==> config.mk <==
export PLATFORM = sky130hd
export DESIGN_NAME = uart_int_id
export DESIGN_NICKNAME = d
export VERILOG_FILES = /design/src/rtl/uart_int_pkg.sv /design/src/rtl/uart_int_latch.sv /design/src/rtl/uart_int_enc.sv /design/src/rtl/uart_int_id.sv
export SDC_FILE = /design/constraint.sdc
export NUM_CORES = 1
export LEC_CHECK = 0
export ABC_AREA = 1
export BUFFER_PORTS_ARGS = -buffer_cell sky130_fd_sc_hd__buf_2
export CELL_PAD_IN_SITES_DETAIL_PLACEMENT = 1
export CELL_PAD_IN_SITES_GLOBAL_PLACEMENT = 2
export CORE_ASPECT_RATIO = 1.75
export CORE_UTILIZATION = 18
export CTS_CLUSTER_SIZE = 30
export DETAILED_ROUTE_END_ITERATION = 10
export GPL_TIMING_DRIVEN = 0
export PLACE_DENSITY = 0.69
export SLEW_MARGIN = 15
export SYNTH_ARGS = -nofsm -noshare
export SYNTH_HDL_FRONTEND = slang
export SYNTH_SLANG_ARGS = --single-unit
==> constraint.sdc <==
create_clock -name clk -period 0.8 [get_ports clk]
set_input_delay 0.16 -clock clk [delete_from_list [all_inputs] [get_ports clk]]
set_output_delay 0.16 -clock clk [all_outputs]
set_load 0.005 [all_outputs]
==> src/rtl/uart_int_pkg.sv <==
package uart_int_pkg;
  localparam int NSRC    = 7;
  localparam int SRC_RXL = 0;
  localparam int SRC_LSR = 1;
  localparam int SRC_TMO = 2;
  localparam int SRC_TX  = 3;
  localparam int SRC_MSR = 4;
  localparam int SRC_FLW = 5;
  localparam int SRC_TMR = 6;

  typedef enum logic [2:0] {
    INT_NONE   = 3'd0,
    INT_RXLINE = 3'd1,
    INT_RXTMO  = 3'd2,
    INT_TXRDY  = 3'd3,
    INT_FLOW   = 3'd4,
    INT_TMR    = 3'd7
  } int_code_t;
endpackage

==> src/rtl/uart_int_latch.sv <==
module uart_int_latch (
  input  logic clk,
  input  logic rst,
  input  logic set_i,
  input  logic clr_i,
  output logic q
);
  always_ff @(posedge clk) begin
    if (rst)        q <= 1'b0;
    else if (set_i) q <= 1'b1;
    else if (clr_i) q <= 1'b0;
  end

  // set beats a simultaneous clear
  assert_set_wins_R12: assert property (@(posedge clk) disable iff (rst)
    set_i |=> q);
  assert_clear_R2: assert property (@(posedge clk) disable iff (rst)
    (clr_i && !set_i) |=> !q);
endmodule

==> src/rtl/uart_int_enc.sv <==
module uart_int_enc
  import uart_int_pkg::*;
(
  input  logic [NSRC-1:0] pend,
  output int_code_t       code
);
  always_comb begin
    if (pend[SRC_RXL] || pend[SRC_LSR])      code = INT_RXLINE;
    else if (pend[SRC_TMO])                  code = INT_RXTMO;
    else if (pend[SRC_TX])                   code = INT_TXRDY;
    else if (pend[SRC_MSR] || pend[SRC_FLW]) code = INT_FLOW;
    else if (pend[SRC_TMR])                  code = INT_TMR;
    else                                     code = INT_NONE;
  end

  always_comb begin
    assert_enc_order_R6: assert ((pend == '0) == (code == INT_NONE));
  end
endmodule

==> src/rtl/uart_int_id.sv <==
module uart_int_id
  import uart_int_pkg::*;
#(
  parameter bit HAS_TIMER = 1'b1
) (
  input  logic            clk,
  input  logic            rst,
  input  logic [NSRC-1:0] ien,
  input  logic            rx_at_trig,
  input  logic            rx_rd,
  input  logic [3:0]      line_err,
  input  logic            line_rd,
  input  logic            rx_tmo,
  input  logic            thr_empty,
  input  logic            tsr_empty,
  input  logic            auto485,
  input  logic            modem_delta,
  input  logic            modem_rd,
  input  logic            flow_evt,
  input  logic            isr_rd,
  input  logic            tmr_to,
  input  logic            tmr_rd,
  output logic [2:0]      isr_code,
  output logic            irq
);
  logic [NSRC-1:0] held, set_v, clr_v;
  logic            tx_sel, tx_prev;
  int_code_t       code_d, code_q;

  // transmit-ready: rising edge of the selected empty flag
  assign tx_sel = auto485 ? tsr_empty : thr_empty;
  always_ff @(posedge clk) begin
    if (rst) tx_prev <= 1'b1;
    else     tx_prev <= tx_sel;
  end

  always_comb begin
    set_v          = '0;
    clr_v          = '0;
    set_v[SRC_LSR] = |line_err;
    clr_v[SRC_LSR] = line_rd;
    set_v[SRC_TMO] = rx_tmo;
    clr_v[SRC_TMO] = rx_rd;
    set_v[SRC_TX]  = tx_sel && !tx_prev;
    clr_v[SRC_TX]  = isr_rd && (code_q == INT_TXRDY);
    set_v[SRC_MSR] = modem_delta;
    clr_v[SRC_MSR] = modem_rd;
    set_v[SRC_FLW] = flow_evt;
    clr_v[SRC_FLW] = isr_rd && (code_q == INT_FLOW);
    set_v[SRC_TMR] = tmr_to;
    clr_v[SRC_TMR] = tmr_rd;
  end

  // level source: sampled, not latched
  always_ff @(posedge clk) begin
    if (rst) held[SRC_RXL] <= 1'b0;
    else     held[SRC_RXL] <= rx_at_trig;
  end

  for (genvar i = 1; i < NSRC; i++) begin : g_src
    if (i == SRC_TMR && !HAS_TIMER) begin : g_absent
      assign held[i] = 1'b0;
    end else begin : g_present
      uart_int_latch u_lat (
        .clk  (clk),
        .rst  (rst),
        .set_i(set_v[i]),
        .clr_i(clr_v[i]),
        .q    (held[i])
      );
    end
  end

  uart_int_enc u_enc (
    .pend(held & ien),
    .code(code_d)
  );

  always_ff @(posedge clk) begin
    if (rst) begin
      code_q <= INT_NONE;
      irq    <= 1'b0;
    end else begin
      code_q <= code_d;
      irq    <= (code_d != INT_NONE);
    end
  end

  assign isr_code = code_q;

  assert_no_reserved_R7: assert property (@(posedge clk) disable iff (rst)
    (isr_code != 3'd5) && (isr_code != 3'd6));
  assert_irq_match_R11: assert property (@(posedge clk) disable iff (rst)
    irq == (isr_code != 3'd0));
  assert_disabled_quiet_R9: assert property (@(posedge clk) disable iff (rst)
    (ien == '0) |=> (isr_code == 3'd0));
  assert_modem_hold_R5: assert property (@(posedge clk) disable iff (rst)
    (held[SRC_MSR] && !modem_rd) |=> held[SRC_MSR]);
  if (!HAS_TIMER) begin : g_chk_tmr
    assert_no_timer_R8: assert property (@(posedge clk) disable iff (rst)
      isr_code != 3'd7);
  end
endmodule

* Yosys cells after proc, flatten, opt, wreduce, memory -nomap -nowiden
Cells that the tools add are included.
** Word-level totals
- Bits of input ports :: 26
- Flip-flop bits (word level) :: 12
- Word-level logic and storage cells :: 45
** Operators by class
- Reduce and logical (&&, ||, !) cells :: 14
- Equality and inequality tests :: 2
- Muxes and demuxes :: 18
- Bitwise operators :: 1
** Operator list (count)
- 3-bit 2-to-1 mux :: 5
- 1-bit 2-to-1 mux :: 13
- 2-bit nonzero test :: 6
- 7-bit AND :: 1
- 4-bit OR reduction :: 1
- 3-bit by 2-bit == test with 1-bit output, second input constant :: 1
- 3-bit == test, second input constant :: 1
- 1-bit logical AND :: 3
- 3-bit nonzero test :: 1
- 1-bit logical OR :: 2
- 1-bit logical NOT :: 1

* Longest topological paths before layout
Gate-level depths: netlist of the first run.
- Word-level depth :: 7
- Mapped depth :: 8
- Depth with buffers taken out :: 8

* Modules after synthesis
Synthesis of the first run repeated with hierarchy kept, for this count alone.
** Unflattened totals
- Cell total of the unflattened synthesis :: 91
- Area total of the unflattened synthesis :: 586.8 µm²
** Modules (own cells, without submodules)
- uart_int_id :: cells each 47, instances 1, area an instance 282.8 µm²
- uart_int_latch :: cells each 5, instances 6, area an instance 40.0 µm²
- uart_int_enc :: cells each 14, instances 1, area an instance 63.8 µm²

* Worst setup path after synthesis of the first run
Ideal clock, no wire load.
- Path kind :: register to register
- Start point :: reg, netlist name g_src[3].g_present.u_lat.q
- End point :: reg irq
- Data arrival time :: 0.682 ns
- Cell stages (with the launch flop) :: 9
- Clock period less this slack :: 0.796 ns
- Path slack :: 0.004 ns
- Required time :: 0.686 ns
- Path through :: dfxtp_1 > nand2_1 > nand2_1 > inv_2 > nand2_1 > nand2_1 > nand2_1 > inv_1 > nand2_1
** On the way
- Longest elaborated chain between the ends :: 5
** RTL lines
- 7-bit AND :: line uart_int_id.sv:75 : .pend(held & ien),
- 3-bit 2-to-1 mux :: line uart_int_enc.sv:10 : else if (pend[SRC_TX]) code = INT_TXRDY;
- 3-bit 2-to-1 mux :: line uart_int_enc.sv:9 : else if (pend[SRC_TMO]) code = INT_RXTMO;
- 3-bit 2-to-1 mux :: line uart_int_enc.sv:8 : if (pend[SRC_RXL] || pend[SRC_LSR]) code = INT_RXLINE;
- 3-bit nonzero test :: line uart_int_id.sv:85 : irq <= (code_d != INT_NONE);
- end signal: assignment :: line uart_int_id.sv:85
- end: declaration :: line uart_int_id.sv:24 : output logic irq
Every way passes these cells.
A chain may end at the register's enable or synchronous reset.

* Worst setup path after layout of the first run
- Start point :: reg, netlist name g_src[2].g_present.u_lat.q
- End point :: reg irq
** On the way
- Longest elaborated chain between the ends :: 4
** RTL lines (line)
- 7-bit AND :: uart_int_id.sv:75
- 3-bit 2-to-1 mux :: uart_int_enc.sv:9
- 3-bit 2-to-1 mux :: uart_int_enc.sv:8
- 3-bit nonzero test :: uart_int_id.sv:85
Every way passes these cells.

==> metrics.yaml, run 1 <==
cts.reportedPaths.clkPinSlew_ps: 50
diodes: 0
cts-hold-fix-buffers: 0
final_cells: 132
period_needed_ps: 857
yosysTopAreaCellShare_pct: 45.9
drive_gt1_share_pct: 52.4
avgViaCountPerCell: 4.13
insertion_delay_ps: 230
yosysWarnings: 0
root_buffer: "clkbuf_8"
wl_per_cell_um: 9.39
io_buffers: 28
gp_congestion: 0.675
r2r_slack_ps: -60
hold_viol_final: 0
powerDensity_nw_per_um2: 1820
io_pins: 30
start_kind: "flop"
r2r_cells: 8
drt_wl_total_mm: 1.24
fmax_mhz: 1170
crit_family: "simple AND/OR/NAND/NOR gates"
placedCellCount: 128
rr_endpoint: "irq"
core_um2: 2720
holdWs_ps: 126
grt.total_usage_pct: 8.74
yosysSeqAreaShare_pct: 45.9
required_ps: 930
start_util_pct: 19.2
synthToLayoutAreaGrowth_pct: 48.8
grt_pass1_wl_mm: 2.09
hold_path_end: "held[0]"
status: "finished with violations"
min_from: "rx_at_trig"
r2r_start: "g_src[2].g_present.u_lat.q"
drc: 0
crit_path_max_incr_delay_ps: 320
layout_commonest_cell: "buf_2"
grt_start_max_net_pins: 10
antenna_found_initial: 0
syn-cell-area_um2: 523
clock_sink_count: 12
tightest_slew_ps: 167
syn_nets: 99
cts_tree: "yes"
synth_area_leaders: "dfxtp_1 (46%), nand2_1 (13%), inv_1 (11%)"
rsz0062_at_grt: "yes"
synth.avg_cell_area_um2: 7.16
violations: "setup timing"
hpwl_mm: 1.05
synth_area_leader_cell: "dfxtp_1"
layout_common_cells: "buf_2 (27), inv_1 (15), nand2_1 (13), nand2_2 (8)"
finish.utilization_pct: 28.6
power_leakage_nw: 0.449
ant_nets: 0
path_buf_inv: 2
tns_ps: -213
first_pass_iters: 2
die_w_um: 42.7
critPathSlowestCell: "dfxtp_2"
nets: 133
timing.final.ws_setup_ps: -56.7
slew_violations: 0
worstHoldPathCells: 3
path_max_fanout: 2
slew_headroom_pct: 88.8
power_mw: 1.42
fin_worst_skew_ps: 3.11
setup_viol: 5
vdd_drop_max_mv: 0.757
die_h_um: 73.3
grt_overflow_total: 0
cts_made_buffers: 3
yosysUniqueCellTypes: 15
path_cells: "nand2_2, nand2_2, inv_2, nand2_1, nand2_2, nand2_1, inv_1, nand2_1"
end_kind: "flop"
dr.first_iter.drc_count: 2
clk_path_buf_depth: 2
grt_pass1_vias: 583
fin_crit_sh_pct: 107
maxCapViolCount: 0
synth-seq-cells: 12
row_count: 25
postSynthCellCount: 73
cp.arrival_ps: 980
via_count: 545
min_path_type: "in2reg"
htree_levels: 1
path_class: "reg2reg"
die_area_um2: 3130
==> repair_timing <==
item                                    CTS  global route
buffers inserted                          1             0
pin swaps                                 4             2
endpoints found under the setup margin    8            10
gates resized for setup                  10             5
==> stage by stage <==
| step | cell area (µm²) | setup WS (ps) |
|---|---|---|
| detailed placement | 697 | -81.9 |
| CTS | 762 | -78.1 |
| finish | 778 | -56.7 |
| floorplan | 523 | 4.38 |
| global route | 778 | -142 |
| global placement | 697 | -83.8 |
==> kinds of logic (layout without fill, tap and decap cells) <==
family                 after synthesis  after routing  share of synthesized area (%)
AND/OR/NAND/NOR                     34             34                           30.6
AO/OA/AOI/OAI                        9              9                           9.09
flip-flops                          12             12                           45.9
buffers and inverters               18             50                           14.4
==> cell type report <==
type	instances	area, µm²
sequential	12	249
multi-input combinational	43	225
timing repair buffer	29	154
clock buffer	3	41.3
tap	27	33.8
inverter	17	63.8
fill	349	1940
buffer	1	11.3
==> per-layer routing <==
layer	share of wire, %	global-route usage, %
met2	58	17.7
met1	37	7.89
met5	0	0
met3	5.5	1.47
met4	0	4.17
==> worst max path at each step <==
stage	slack, ps	endpoint	depth (start not counted)	start
after global placement	-80	irq	8	g_src[2].g_present.u_lat.q
after global routing	-140	irq	8	g_src[2].g_present.u_lat.q
after floorplan	4	irq	8	g_src[3].g_present.u_lat.q
after detailed placement	-80	irq	8	g_src[2].g_present.u_lat.q
final	-60	irq	8	g_src[2].g_present.u_lat.q
after CTS	-80	irq	8	g_src[2].g_present.u_lat.q
==> synthesized netlist by cell type <==
library cell  instances
nand2_2               3
a21oi_1               5
nor2_1                7
buf_6                 1
o21ai_0               2
nand3_1               2
nor2_4                1
inv_2                 2
dfxtp_1              12
o31ai_1               1
nand3_2               2
nand2_1              18
inv_1                15
or2_2                 1
o21ai_1               1
==> worst reg2reg max path: cells and delay by family (launching register included) <==
| kind | cells | cell delay, ps |
|---|---|---|
| buffers and inverters | 2 | 90 |
| flip-flops | 1 | 320 |
| AND/OR/NAND/NOR | 6 | 340 |
==> state kept, by name, summed over array words and instances (netlist names) <==
name	count
g_src.g_present.u_lat.q	6
isr_code	3
held	1
irq	1
tx_prev	1
==> power breakdown <==
group	total, mW	internal [mW]	switching (mW)
clock network	0.528	0.330	0.199
logic	0.213	0.113	0.100
registers	0.674	0.648	0.0256
Power figures use the tool's default switching activity.
==> inputs of run 2 (changes only) <==
--- a/config.mk
+++ b/config.mk
@@ -14,7 +14,8 @@
 export CTS_CLUSTER_SIZE = 30
 export DETAILED_ROUTE_END_ITERATION = 10
 export GPL_TIMING_DRIVEN = 0
-export PLACE_DENSITY = 0.69
+export HOLD_SLACK_MARGIN = 0.12
+export PLACE_DENSITY = 0.71
 export SLEW_MARGIN = 15
 export SYNTH_ARGS = -nofsm -noshare
 export SYNTH_HDL_FRONTEND = slang
==> run 2 against run 1 <==
Effect of this change:
- the run still ends with setup timing left
- sequential cell count unchanged
- maximum frequency decreased by 1.7%
- count of clock-buffer cells in the layout unchanged
- die area unchanged
- sequential share of layout area increased by 0.26 points
- combinational power about the same
- global-route usage increased by 0.29 points
- sequential power about the same
- clock power decreased by 2%
- worst setup slack got worse by 15 ps
- critical path depth unchanged
- wire length decreased by 1.4%
- critical endpoint unchanged
==> metrics.yaml, run 2 (synthesis gave the netlist of run 1 again) <==
core_um2: 2720
tns_ps: -282
antenna_found_initial: 0
ant_nets: 0
largest_reg_flops: 6
dr.first_iter.drc_count: 5
r2r_cells: 8
avgViaCountPerCell: 4.08
wl_per_cell_um: 9.26
cts.reportedPaths.clkPinSlew_ps: 50
combPwrFrac_pct: 15.1
gp_congestion: 0.641
io_buffers: 28
cp_common_cell: "nand2_2"
rsz0062_at_grt: "yes"
cp.arrival_ps: 1000
cts_made_buffers: 3
grt_overflow_total: 0
end_kind: "flop"
path_cells: "nand2_2, nand2_2, inv_2, nand2_2, nand2_2, nand2_1, inv_1, nand2_1"
synthToLayoutAreaGrowth_pct: 48.3
drc: 0
place_ws_ps: -86.7
fmax_mhz: 1150
grt_pass1_vias: 594
start_kind: "flop"
hold_viol_final: 0
io_pins: 30
critPathSlowestCell: "dfxtp_2"
setup_viol: 6
slew_violations: 0
period_needed_ps: 872
die_h_um: 73.3
grt_pass1_wl_mm: 2.17
maxCapViolCount: 0
nets: 133
grt.total_usage_pct: 9.03
min_path_type: "in2reg"
diodes: 0
die_w_um: 42.7
slew_headroom_pct: 88.0
switchingPower_uw: 316
r2r_slack_ps: -70
drt_wl_total_mm: 1.22
clk_path_buf_depth: 2
rr_endpoint: "irq"
tightest_slew_ps: 179
layout_commonest_cell: "buf_2"
htree_levels: 1
via_count: 539
die_area_um2: 3130
power_leakage_nw: 0.446
drive_gt1_share_pct: 55.2
insertion_delay_ps: 230
internal-power_mw: 1.09
r2r_start: "g_src[3].g_present.u_lat.q"
vdd_drop_max_mv: 0.629
pwr-share-seq_pct: 48.1
clock_sink_count: 12
hpwl_mm: 1.06
start_util_pct: 19.2
p_clk_share_pct: 36.9
first_pass_iters: 2
path_class: "reg2reg"
layout_common_cells: "buf_2 (28), inv_1 (14), nand2_1 (12), nand2_2 (9), dfxtp_2 (8)"
root_buffer: "clkbuf_8"
powerDensity_nw_per_um2: 1810
n_fill_cell: 349
timing.final.ws_setup_ps: -71.5
required_ps: 930
cp-endpoint: "irq"
path_max_fanout: 2
fin_worst_skew_ps: 2.51
status: "finished with violations"
fin_crit_sh_pct: 109
top_register: "g_src.g_present.u_lat.q"
swShare_pct: 22.5
startpoint: "g_src[3].g_present.u_lat.q"
cts_tree: "yes"
crit_path_max_incr_delay_ps: 320
grt_start_max_net_pins: 10
violations: "setup timing"
row_count: 25
==> run 2: changes by cell type in the layout (fill, tap and decap cells not counted) <==
cell,change
nand2_1,-1
dfxtp_2,+1
buf_6,-1
inv_2,+1
nand2_2,+1
inv_1,-1
dfxtp_1,-1
buf_2,+1
==> run 2: power by group through the flow <==
stage          logic, mW  clock network [mW]  registers (mW)
3_3_place_gp       0.196                   0           0.677
6_report           0.212               0.518           0.675
5_1_grt            0.246               0.576           0.680
3_5_place_dp       0.202                   0           0.678
2_1_floorplan      0.103                   0           0.675
4_1_cts            0.209               0.542           0.672
==> run 2: worst max-delay path, delay by kind of cell (launching register included) <==
family	cells	cell delay [ps]
simple gates	6	330
flops	1	320
buf+inv	2	110
==> run 2: how the worst min path moves through the flow <==
stage	cells past startpoint	start	to
after floorplan	2	rx_at_trig	held[0]
after global placement	3	rx_at_trig	held[0]
after detailed placement	3	tmr_to	g_src[6].g_present.u_lat.q
after CTS	3	rx_at_trig	held[0]
after global routing	3	rx_at_trig	held[0]
final	3	rx_at_trig	held[0]
==> run 2: stage by stage <==
stage / hold WS [ps] / instance area [µm²] / instances / util (%) / total power, mW
after detailed placement: 371 / 697 / 128 / 25.6 / 0.881
after floorplan: 267 / 523 / 73 / - / 0.778
after CTS: 127 / 757 / 132 / 27.8 / 1.42
after global placement: 361 / 697 / 128 / 25.6 / 0.873
final: 126 / 776 / 132 / 28.5 / 1.40
after global routing: 144 / 776 / 132 / 28.5 / 1.50
==> run 2: final cells by class <==
| class | instances | area [µm²] | area share (%) |
|---|---|---|---|
| repair buffers | 29 | 148 | 19.0 |
| well taps | 27 | 33.8 | 4.35 |
| inverters | 17 | 63.8 | 8.23 |
| multi-input cells | 43 | 228 | 29.4 |
| flip-flops and latches | 12 | 250 | 32.3 |
| plain buffers | 1 | 11.3 | 1.45 |
| clock buffers | 3 | 41.3 | 5.32 |
==> run 2: layer usage <==
| layer | up-vias | routed length, µm | track usage (%) |
|---|---|---|---|
| met2 | 20 | 675 | 17.7 |
| met3 | 2 | 75 | 2.46 |
| met4 | 0 | 14 | 3.13 |
| met5 | - | 0 | 0 |
| met1 | 236 | 457 | 8.62 |
| li1 | 281 | - | - |
==> run 2: repair_timing <==
action,CTS,global route
pin swaps,6,7
setup buffers,1,0
hold buffers,0,0
resized for setup,10,7
endpoints found under the setup margin,8,8
==> inputs of run 3 (changes only) <==
--- a/config.mk
+++ b/config.mk
@@ -9,7 +9,7 @@
 export BUFFER_PORTS_ARGS = -buffer_cell sky130_fd_sc_hd__buf_2
 export CELL_PAD_IN_SITES_DETAIL_PLACEMENT = 1
 export CELL_PAD_IN_SITES_GLOBAL_PLACEMENT = 2
-export CORE_ASPECT_RATIO = 1.75
+export CORE_ASPECT_RATIO = 2
 export CORE_UTILIZATION = 18
 export CTS_CLUSTER_SIZE = 30
 export DETAILED_ROUTE_END_ITERATION = 10
==> run 3 against run 2 <==
Effect of this change:
- the run still ends with setup timing left
- wire length grew 0.16%
- count of clock-buffer cells in the layout is the same
- maximum frequency grew 0.99%
- total power grew 1.0%
- global-route usage grew 0.56 points
- via count grew 1.1%
- worst setup slack gained 8.6 ps
- cell count grew 2.3%
- sequential cell count is the same
- critical path type unchanged
- critical endpoint unchanged
- largest cell class unchanged
- highest routed layer unchanged
==> metrics.yaml, run 3 (synthesis gave the netlist of run 1 again) <==
fmax_mhz: 1160
worstHoldPathCells: 2
period_needed_ps: 863
grt_pass1_wl_mm: 2.05
insertion_delay_ps: 240
wl_per_cell_um: 9.07
powerDensity_nw_per_um2: 1820
drc: 0
tightest_slew_ps: 196
place_ws_ps: -107
avgViaCountPerCell: 4.04
rr_endpoint: "irq"
drive_gt1_share_pct: 54.7
grt_pass1_vias: 526
crit_path_max_incr_delay_ps: 320
antenna_found_initial: 0
start_util_pct: 18.9
core_um2: 2770
die_h_um: 78.2
path_max_fanout: 2
io_pins: 30
status: "finished with violations"
cts_tree: "yes"
required_ps: 920
grt.total_usage_pct: 9.58
hold_path_end: "g_src[5].g_present.u_lat.q"
finish.utilization_pct: 28.2
vdd_drop_max_mv: 0.547
design_area_um2: 781
r2r_slack_ps: -60
slew_headroom_pct: 86.8
root_buffer: "clkbuf_8"
slew_violations: 0
path_cells: "nand2_2, inv_2, nand3_2, nand2_1, nand2_1, nand2_1, nand2_1, nand2_1"
via_count: 545
layout_commonest_cell: "buf_2"
diodes: 0
grt_overflow_total: 0
layout_common_cells: "buf_2 (28), inv_1 (14), nand2_1 (12), nand2_2 (9), dfxtp_2 (8)"
path_buf_inv: 1
dpl_cell_area_um2: 699
hpwl_mm: 1.02
cts-hold-fix-buffers: 0
maxCapViolCount: 0
drt_wl_total_mm: 1.22
crit_family: "simple AND/OR/NAND/NOR gates"
end_kind: "flop"
clk_path_buf_depth: 2
cp_common_cell: "nand2_1"
timing.final.ws_setup_ps: -63.0
htree_levels: 1
clock_sink_count: 12
ant_nets: 0
dr.first_iter.drc_count: 5
fin_worst_skew_ps: 5.92
rsz0062_at_grt: "yes"
nets: 134
fin_crit_sh_pct: 108
power_mw: 1.42
violations: "setup timing"
min_from: "rst"
largest_reg_flops: 6
die_w_um: 40.1
gp_congestion: 0.609
r2r_cells: 8
power_leakage_nw: 0.449
r2r_start: "g_src[6].g_present.u_lat.q"
critPathSlowestCell: "dfxtp_2"
row_count: 27
final_cells: 135
placedCellCount: 130
min_path_type: "in2reg"
grt_start_max_net_pins: 10
hold_viol_final: 0
cts.reportedPaths.clkPinSlew_ps: 50
io_buffers: 28
top_register: "g_src.g_present.u_lat.q"
cts_made_buffers: 3
synthToLayoutAreaGrowth_pct: 49.3
start_kind: "flop"
die_area_um2: 3140
path_class: "reg2reg"
setup_viol: 6
cp.arrival_ps: 990
first_pass_iters: 4
[run 3: cell types whose count changed in the layout (fill, tap and decap cells not counted)]
| cell | delta |
|---|---|
| buf_4 | +1 |
| o31ai_1 | +1 |
| o31ai_2 | -1 |
[run 3: area by class of cell]
| type | instances | area, µm² |
|---|---|---|
| tap | 29 | 36.3 |
| multi-input combinational | 43 | 223 |
| buffer | 1 | 11.3 |
| clock buffer | 3 | 41.3 |
| fill | 370 | 1990 |
| inverter | 17 | 63.8 |
| sequential | 12 | 250 |
| timing repair buffer | 30 | 155 |
[run 3: timing repair]
action / in CTS / in global routing
endpoints found under the setup margin: 7 / 9
buffers inserted: 2 / 0
pin swaps: 6 / 3
cloned: 0 / 0
resized for setup: 11 / 5
hold endpoints to repair: 0 / 0
[run 3: per-stage QoR]
step	hold WS, ps	setup TNS [ps]
after floorplan	267	0
after global placement	368	-142
after detailed placement	373	-162
after CTS	123	-334
after global routing	128	-602
final	126	-223
[run 3: layer usage]
metal / GRT usage (%) / vias up / wire length, µm
met5: 0 / - / 0
met2: 16.6 / 18 / 742
li1: - / 281 / -
met1: 8.77 / 244 / 386
met4: 6.21 / 0 / 21
met3: 2.54 / 2 / 73
[run 3: power by group]
part	internal, mW	total [mW]	switching [mW]
registers	0.649	0.672	0.0230
clock network	0.330	0.532	0.202
logic	0.112	0.214	0.102
total	1.09	1.42	0.328
[run 3: worst max path at each step]
stage	start	cells past startpoint	slack [ps]	end
final	g_src[6].g_present.u_lat.q	8	-60	irq
after detailed placement	g_src[3].g_present.u_lat.q	8	-110	irq
after floorplan	g_src[3].g_present.u_lat.q	8	4	irq
after CTS	g_src[2].g_present.u_lat.q	8	-100	irq
after global placement	g_src[3].g_present.u_lat.q	8	-100	irq
after global routing	g_src[2].g_present.u_lat.q	8	-130	irq
[run 3: worst register-to-register path: cells and delay by family (launching register included)]
family        cells  cell delay, ps
buf+inv           1              30
flops             1             320
simple gates      7             400
